<file path="src/rtl/hold_arb_pkg.sv">
package hold_arb_pkg;

    localparam int SYNC_STAGES = 2;

    typedef struct packed {
        logic eng_rst;
        logic start;
        logic req;
        logic xfer_ack;
        logic hold_ack;
    } hs_t;

    localparam int HS_W = $bits(hs_t);

    // Next value of the request-state bit; a clear takes priority over a set.
    function automatic logic req_next(input logic cur, input logic set,
                                      input logic keep, input logic clr);
        if (clr)
            return 1'b0;
        return set | (cur & keep);
    endfunction

endpackage

</file>
<file path="src/rtl/hold_arb_sync.sv">
module hold_arb_sync #(
    parameter int WIDTH  = 1,
    parameter int STAGES = 2
) (
    input  logic             clk,
    input  logic             rst,
    input  logic [WIDTH-1:0] d,
    output logic [WIDTH-1:0] q
);
    localparam int LAST = STAGES - 1;

    logic [WIDTH-1:0] stg [STAGES];

    always_ff @(posedge clk) begin
        if (rst)
            stg[0] <= '0;
        else
            stg[0] <= d;
    end

    for (genvar i = 1; i < STAGES; i++) begin : g_stage
        always_ff @(posedge clk) begin
            if (rst)
                stg[i] <= '0;
            else
                stg[i] <= stg[i-1];
        end
    end

    assign q = stg[LAST];
endmodule

</file>
<file path="src/rtl/hold_arb_req_state.sv">
module hold_arb_req_state
    import hold_arb_pkg::*;
(
    input  logic clk,
    input  logic rst,
    input  logic set,
    input  logic keep,
    input  logic clr,
    output logic state
);
    always_ff @(posedge clk) begin
        if (rst)
            state <= 1'b0;
        else
            state <= req_next(state, set, keep, clr);
    end
endmodule

</file>
<file path="src/rtl/hold_arb_out_stage.sv">
module hold_arb_out_stage (
    input  logic clk,
    input  logic rst,
    input  logic state,
    input  logic hold_ack,
    input  logic xfer_ack,
    output logic hold,
    output logic en_n
);
    logic grant_ok;
    logic hold_d;

    always_comb begin
        grant_ok = hold_ack & state;
        hold_d   = xfer_ack & ~state;
    end

    always_ff @(posedge clk) begin
        if (rst) begin
            hold <= 1'b0;
            en_n <= 1'b1;
        end else begin
            hold <= hold_d;
            en_n <= ~grant_ok;
        end
    end
endmodule

</file>
<file path="src/rtl/hold_arb_adapter.sv">
module hold_arb_adapter
    import hold_arb_pkg::*;
(
    input  logic clk,
    input  logic rst,
    input  logic eng_req,
    input  logic eng_start,
    input  logic eng_xfer_ack,
    input  logic eng_rst,
    input  logic cpu_hold_ack,
    output logic cpu_hold,
    output logic eng_en_n
);
    hs_t  hs_raw;
    hs_t  hs_sync;
    logic req_state;
    logic s_req, s_start, s_erst, s_xack, s_hack;
    logic clr;

    always_comb begin
        hs_raw.eng_rst  = eng_rst;
        hs_raw.start    = eng_start;
        hs_raw.req      = eng_req;
        hs_raw.xfer_ack = eng_xfer_ack;
        hs_raw.hold_ack = cpu_hold_ack;
    end

    hold_arb_sync #(
        .WIDTH (HS_W),
        .STAGES(SYNC_STAGES)
    ) u_sync (
        .clk(clk),
        .rst(rst),
        .d  (hs_raw),
        .q  (hs_sync)
    );

    assign s_req   = hs_sync.req;
    assign s_start = hs_sync.start;
    assign s_erst  = hs_sync.eng_rst;
    assign s_xack  = hs_sync.xfer_ack;
    assign s_hack  = hs_sync.hold_ack;
    assign clr     = s_start | s_erst;

    hold_arb_req_state u_state (
        .clk  (clk),
        .rst  (rst),
        .set  (s_req),
        .keep (s_hack),
        .clr  (clr),
        .state(req_state)
    );

    hold_arb_out_stage u_out (
        .clk     (clk),
        .rst     (rst),
        .state   (req_state),
        .hold_ack(s_hack),
        .xfer_ack(s_xack),
        .hold    (cpu_hold),
        .en_n    (eng_en_n)
    );
endmodule

</file>
<file path="config.mk">
export PLATFORM = sky130hd
export DESIGN_NAME = hold_arb_adapter
export DESIGN_NICKNAME = d
export VERILOG_FILES = /design/src/rtl/hold_arb_pkg.sv /design/src/rtl/hold_arb_sync.sv /design/src/rtl/hold_arb_req_state.sv /design/src/rtl/hold_arb_out_stage.sv /design/src/rtl/hold_arb_adapter.sv
export SDC_FILE = /design/constraint.sdc
export NUM_CORES = 1
export LEC_CHECK = 0
export BUFFER_PORTS_ARGS = -buffer_cell sky130_fd_sc_hd__clkbuf_2
export CORE_AREA = 4 4 41 43
export CTS_CLUSTER_SIZE = 30
export DETAILED_ROUTE_END_ITERATION = 7
export DIE_AREA = 0 0 45 47
export PLACE_DENSITY_LB_ADDON = 0.3
export SYNTH_ARGS = -nofsm -noshare
export SYNTH_HDL_FRONTEND = slang
export SYNTH_HIERARCHICAL = 1
export SYNTH_SLANG_ARGS = --single-unit
</file>
<file path="constraint.sdc">
create_clock -name clk -period 0.9 [get_ports clk]
set_clock_uncertainty 0.2 [all_clocks]
set_input_delay 0.045 -clock clk [delete_from_list [all_inputs] [get_ports clk]]
set_output_delay 0.045 -clock clk [all_outputs]
set_load 0.02 [all_outputs]
</file>
==> flow_summary.ini, run 1 <==
[sta]
fmax_ghz = 1.05
worst_slew_pin_slew_ns = 0.250
hold_violations = 13
setup_ws_ns = -0.0561
post-route-period-util_pct = 106
finalMaxSlewViolations = 0
finalSetupViolCount = 2
slew_headroom_pct = 83.3
whs_ns = -0.0808
fin_tns_setup_ns = -0.111
min_period_ns = 0.956
rsz0062_at_grt = yes

[worst_setup_path]
r2r-start = u_sync/stg[1][3]
critPathLaunchType = flip-flop
path_cells = buf_8
cpMaxStageDelayCell = dfxtp_2
reg2reg_to = u_state/state
path_depth = 1
path_class = flip-flop to primary output
critPathCaptureType = primary output
r2r_slack_ns = 0.02
crit_start = u_out/en_n
max_stage_delay_ns = 0.33
crit_fanout = 1
worstPathRequired_ns = 0.65
r2r_cells = 2
path_buf_inv = 1
crit_end = eng_en_n
crit_family = flip-flops
cp.arrival_ns = 0.71

[synth]
syn_area_um2 = 368
yosys_warnings = 6
synth_seq_cells = 13
synth_top_area_cell = dfxtp_1
synth_cell_types = 7
synth.area.top_cells = dfxtp_1, nor2b_1, nor3b_2
synth_fp_nets = 35
muxShareOfSynthArea_pct = 0
ys_seq_area_share_pct = 70.7
synthAdderAreaFrac_pct = 0
synth-xor-area-share_pct = 0
syn-instance-count = 28
synth_top_area_share_pct = 70.7
synth_top_family_by_area = simple AND/OR/NAND/NOR gates
yosys.area_share.simple_pct = 26.9
synth.avg_cell_area_um2 = 13.1
synth-compound-area-share_pct = 2.38

[grt]
grt_pass1_wl_um = 862
antenna_found_initial = 0
overflow = 0
globalRouteTotalUtil_pct = 6.14
grt_max_degree = 14
grt_pass1_vias = 227

[clocking]
tritoncts = done
cts_hold_buf = 5
cts_buffers = 3
clkTransAtPathRegs_ns = 0.07
cts-root-buf = clkbuf_4
clock_sinks = 13
htree_levels = 1
clock_path_buffers = 2
clk_latency_ns = 0.27

[drt]
drt_pre_antenna_iters = 1
wire_per_inst_um = 7.92
detail-route-antenna-nets = 0
wl_um = 475
vias_per_cell = 3.95
num_vias = 237
first_iter_violations = 0
drcViolationCount = 0

[min_path]
hp-class = input pin to flip-flop

[finish]
antenna_cells = 0
fin_cells = 60
seq_area_um2 = 263
multi_input_area_um2 = 108
syn2layout_area_growth_pct = 42.9
nets = 53
utilization_pct = 40.4
post_route_cells_drive_above_1_share_pct = 35.6
final_area_um2 = 526
nFillCells = 136

[outcome]
status = complete, but fails checks
violations = negative hold slack, negative setup slack

[floorplanning]
fp-row-count = 13
start_util_pct = 28.3
dieArea_um2 = 2120
die_y_um = 47
ioPinCount = 9
fp.dieW_um = 45
core_area_um2 = 1300

[power]
power_mw = 1.01
leakage_nw = 0.216
peakVddDrop_mv = 0.771
powerDensity_nw_per_um2 = 1920

[placed_design]
finalWeightedCongestion = 0.580
dp_slack_ns = -0.0123
port_buffers = 8
placed_cells = 51
post_dp_cell_area_um2 = 427

[flow_run]
cap_violations = 0
[per-layer routing]
metal	track usage (%)	vias up	part of all wire, %
met5	0	-	0
met4	7.02	0	0
met3	2.30	0	9.7
met2	9.89	9	52
met1	5.59	107	38
li1	-	121	-
[repair_timing]
item	CTS	global route
buffers inserted	0	0
endpoints found under the hold margin	13	12
pin swaps	1	0
resized for setup	6	2
endpoints found under the setup margin	3	2
[flip-flops by register name, summed over array words and instances (netlist names)]
register       count
u_state/state      1
u_out/en_n         1
u_sync/stg        10
u_out/hold         1
[Yosys cell counts]
library cell / n
or2_1: 1
dfxtp_1: 13
a21oi_2: 1
nor2b_1: 10
nor3_2: 1
nor3b_2: 1
nand3b_1: 1
[final cells by class]
cell class,count,share of cell area [%]
Multi-Input combinational cell,15,20.5
Clock buffer,4,5.00
Tap cell,15,3.57
Sequential cell,13,50.0
Timing Repair Buffer,13,21.0
[power by group]
part / leakage, nW / switching [mW] / internal, mW / total [mW]
sequential: 0.107 / 0.00676 / 0.598 / 0.605
clock: 0.0150 / 0.171 / 0.171 / 0.342
combinational: 0.0938 / 0.0211 / 0.0417 / 0.0627
total: 0.216 / 0.199 / 0.811 / 1.01
[layout by cell type, fill, tap and decap left out, drive strengths merged]
| cell | count |
|---|---|
| nor3 | 1 |
| a21oi | 1 |
| dlygate4sd3 | 5 |
| dfxtp | 13 |
| nor2b | 10 |
| clkbuf | 10 |
| nand3b | 1 |
| buf | 2 |
| nor3b | 1 |
| or2 | 1 |
[cells by family after synthesis]
family / Yosys count
AO/OA/AOI/OAI: 1
flip-flops: 13
AND/OR/NAND/NOR: 14
[worst min path at each step]
stage / cells past startpoint / slack (ns) / end / startpoint
global placement: 2 / 0.05 / u_sync/stg[0][1] / eng_xfer_ack
CTS: 2 / -0.09 / u_out/hold / rst
finish: 2 / -0.08 / u_out/hold / rst
detailed placement: 2 / 0.06 / u_sync/stg[0][2] / eng_req
global route: 2 / -0.05 / u_out/hold / rst
floorplan: 1 / -0.09 / u_state/state / rst
Power figures use the tool's default switching activity.
==> run 2: changes to the inputs <==
--- a/config.mk
+++ b/config.mk
@@ -5,6 +5,7 @@
 export SDC_FILE = /design/constraint.sdc
 export NUM_CORES = 1
 export LEC_CHECK = 0
+export ABC_AREA = 1
 export BUFFER_PORTS_ARGS = -buffer_cell sky130_fd_sc_hd__clkbuf_2
 export CORE_AREA = 4 4 41 43
 export CTS_CLUSTER_SIZE = 30
==> constraint.sdc (replaced) <==
create_clock -name clk -period 0.9 [get_ports clk]
set_clock_uncertainty 0.2 [all_clocks]
set_input_delay 0.045 -clock clk [delete_from_list [all_inputs] [get_ports clk]]
set_output_delay 0.045 -clock clk [all_outputs]
set_load 0.01 [all_outputs]
==> run 2 against run 1 <==
Net effect:
- the run still ends with negative hold slack, negative setup slack left
- critical path depth is the same
- register-to-register slack gained 0.05 ns
- synthesized cell count grew 68%
- maximum frequency grew 1.8%
- first-iteration DRC count grew 3
- worst setup slack gained 0.017 ns
- utilization grew 0.096 points
- critical endpoint is now cpu_hold
==> flow_summary.ini, run 2 <==
[worst_setup_path]
path_class = flip-flop to primary output
worstPathRequired_ns = 0.65
critPathLaunchType = flip-flop
crit_family = flip-flops
cpMaxStageDelayCell = dfxtp_1
path_cells = buf_2
critPathCaptureType = primary output
path_buf_inv = 1
cp.arrival_ns = 0.69
max_stage_delay_ns = 0.30
crit_fanout = 1

[synth]
yosys.area_share.simple_pct = 18.4
synth_cell_types = 9
synth_top_family_by_area = simple AND/OR/NAND/NOR gates
synth-compound-area-share_pct = 0
netlist_top_cells_count = inv_1, dfxtp_1, nor2_1
muxShareOfSynthArea_pct = 0
synth-async-reset-ratio_pct = 0
synth_top_area_share_pct = 64.8
synth_top_area_cell = dfxtp_1
yosys_warnings = 6
ys_seq_area_share_pct = 64.8
synth-edff-count = 0
synth.area.top_cells = dfxtp_1, inv_1, nor2_1
synthFlopType = dfxtp_1
synth.avg_cell_area_um2 = 8.55
syn_area_um2 = 402
syn-instance-count = 47
synthAdderAreaFrac_pct = 0
synth-xor-area-share_pct = 0
synth_fp_nets = 54
synth_seq_cells = 13
synth.most_common_cell = inv_1

[clocking]
cts_setup_buffers = 0
clk_latency_ns = 0.27
tritoncts = done
clkTransAtPathRegs_ns = 0.08
cts-root-buf = clkbuf_4
cts_buffers = 3
cts_hold_buf = 5
clock_sinks = 13
htree_levels = 1
clock_path_buffers = 2

[sta]
min_period_ns = 0.939
slew_headroom_pct = 83.9
hold_violations = 12
rsz0062_at_grt = yes
post-route-period-util_pct = 104
finalSetupViolCount = 2
worst_slew_pin_slew_ns = 0.241
fmax_ghz = 1.07
whs_ns = -0.0954
finalMaxSlewViolations = 0
setup_ws_ns = -0.0388

[drt]
vias_per_cell = 3.56
dr_wl_met3_um = 51
first_iter_violations = 3
wl_met2_um = 252
routed.top_layer = met3
wl_met1_um = 241
detail-route-antenna-nets = 0
drcViolationCount = 0
wire_per_inst_um = 6.99
drt_pre_antenna_iters = 2
wl_um = 545
num_vias = 278

[placed_design]
hpwl_um = 329
dp_slack_ns = 0.0753
port_buffers = 8
finalWeightedCongestion = 0.623

[finish]
seq_area_um2 = 260
final_common_cell = inv_1
nets = 71
top_register = u_sync/stg
multi_input_area_um2 = 73.8
nFillCells = 141
largest_register_ffs = 10
antenna_cells = 0
syn2layout_area_growth_pct = 31.2
final_cell_mix = inv_1, dfxtp_1, nor2_1
post_route_cells_drive_above_1_share_pct = 23.8

[floorplanning]
dieArea_um2 = 2120
ioPinCount = 9
fp-row-count = 13
core_area_um2 = 1300
start_util_pct = 30.9
fp.dieW_um = 45
die_y_um = 47

[min_path]
hp-class = input pin to flip-flop

[grt]
grt_pass1_wl_um = 1000
overflow = 0
grt_pass1_vias = 254
globalRouteTotalUtil_pct = 7.31
grt_max_degree = 13
antenna_found_initial = 0

[power]
powerDensity_nw_per_um2 = 1940
leakage_nw = 0.278
peakVddDrop_mv = 0.997

[flow_run]
cap_violations = 0

[outcome]
violations = negative hold slack, negative setup slack
status = complete, but fails checks
run 2: changes by cell type in the layout (fill, tap and decap cells not counted), moves of 2 or more:
| cell | change |
|---|---|
| buf_2 | +2 |
| buf_8 | -2 |
| dfxtp_1 | +2 |
| dfxtp_2 | -2 |
| inv_1 | +14 |
| nand2_1 | +4 |
| nor2_1 | +11 |
| nor2b_1 | -10 |
run 2: metrics by stage:
stage / area [um^2] / util (%) / setup TNS, ns / cells / total power [mW]
floorplan: 402 / - / 0 / 47 / 0.651
global placement: 449 / 34.5 / 0 / 69 / 0.665
detailed placement: 449 / 34.5 / 0 / 69 / 0.667
CTS: 527 / 40.5 / -0.125 / 78 / 1.05
global route: 527 / 40.5 / -0.159 / 78 / 1.09
finish: 527 / 40.5 / -0.0770 / 78 / 1.02
run 2: worst register-to-register path: stages (launching register included):
cell     delay [ns]
dfxtp_1        0.31
inv_1          0.03
nand2_1        0.05
nor2_1         0.04
nand2_1        0.07
inv_1          0.03
run 2: cell families after synthesis:
group                  count (synthesis)
and+or+nand+nor                       18
buffers and inverters                 16
DFF                                   13
run 2: cell type report:
type | count | area share [%]
Sequential cell | 13 | 49.4
Timing Repair Buffer | 13 | 17.1
Multi-Input combinational cell | 18 | 14.0
Inverter | 15 | 10.7
Clock buffer | 3 | 4.28
Tap cell | 15 | 3.56
Clock inverter | 1 | 0.950
run 2: routing by layer:
layer  vias up  GRT usage, %
met4         0          5.26
met3         0          5.75
met2         8          11.3
met1       113          6.47
li1        157             -
met5         -             0
run 2: final timing paths:
| path | from | to | slack [ns] | depth (start not counted) |
|---|---|---|---|---|
| max | u_out/hold | cpu_hold | -0.04 | 1 |
| min | rst | u_sync/stg[1][3] | -0.1 | 2 |
| max reg2reg | u_sync/stg[1][3] | u_state/state | 0.07 | 5 |
| min reg2reg | u_sync/stg[0][3] | u_sync/stg[1][3] | 0.20 | 2 |
run 2: power by group:
part           switching, mW  internal [mW]  leakage, nW  total (mW)
Clock                  0.191          0.165       0.0177       0.355
Combinational         0.0287         0.0359        0.153      0.0646
Sequential           0.00646          0.598        0.107       0.604
run 2: timing repair:
action / 4_1_cts / 5_1_grt
gates resized for setup: 0 / 2
hold endpoints to repair: 13 / 11
pin swaps: 0 / 1
setup endpoints to repair: 2 / 3
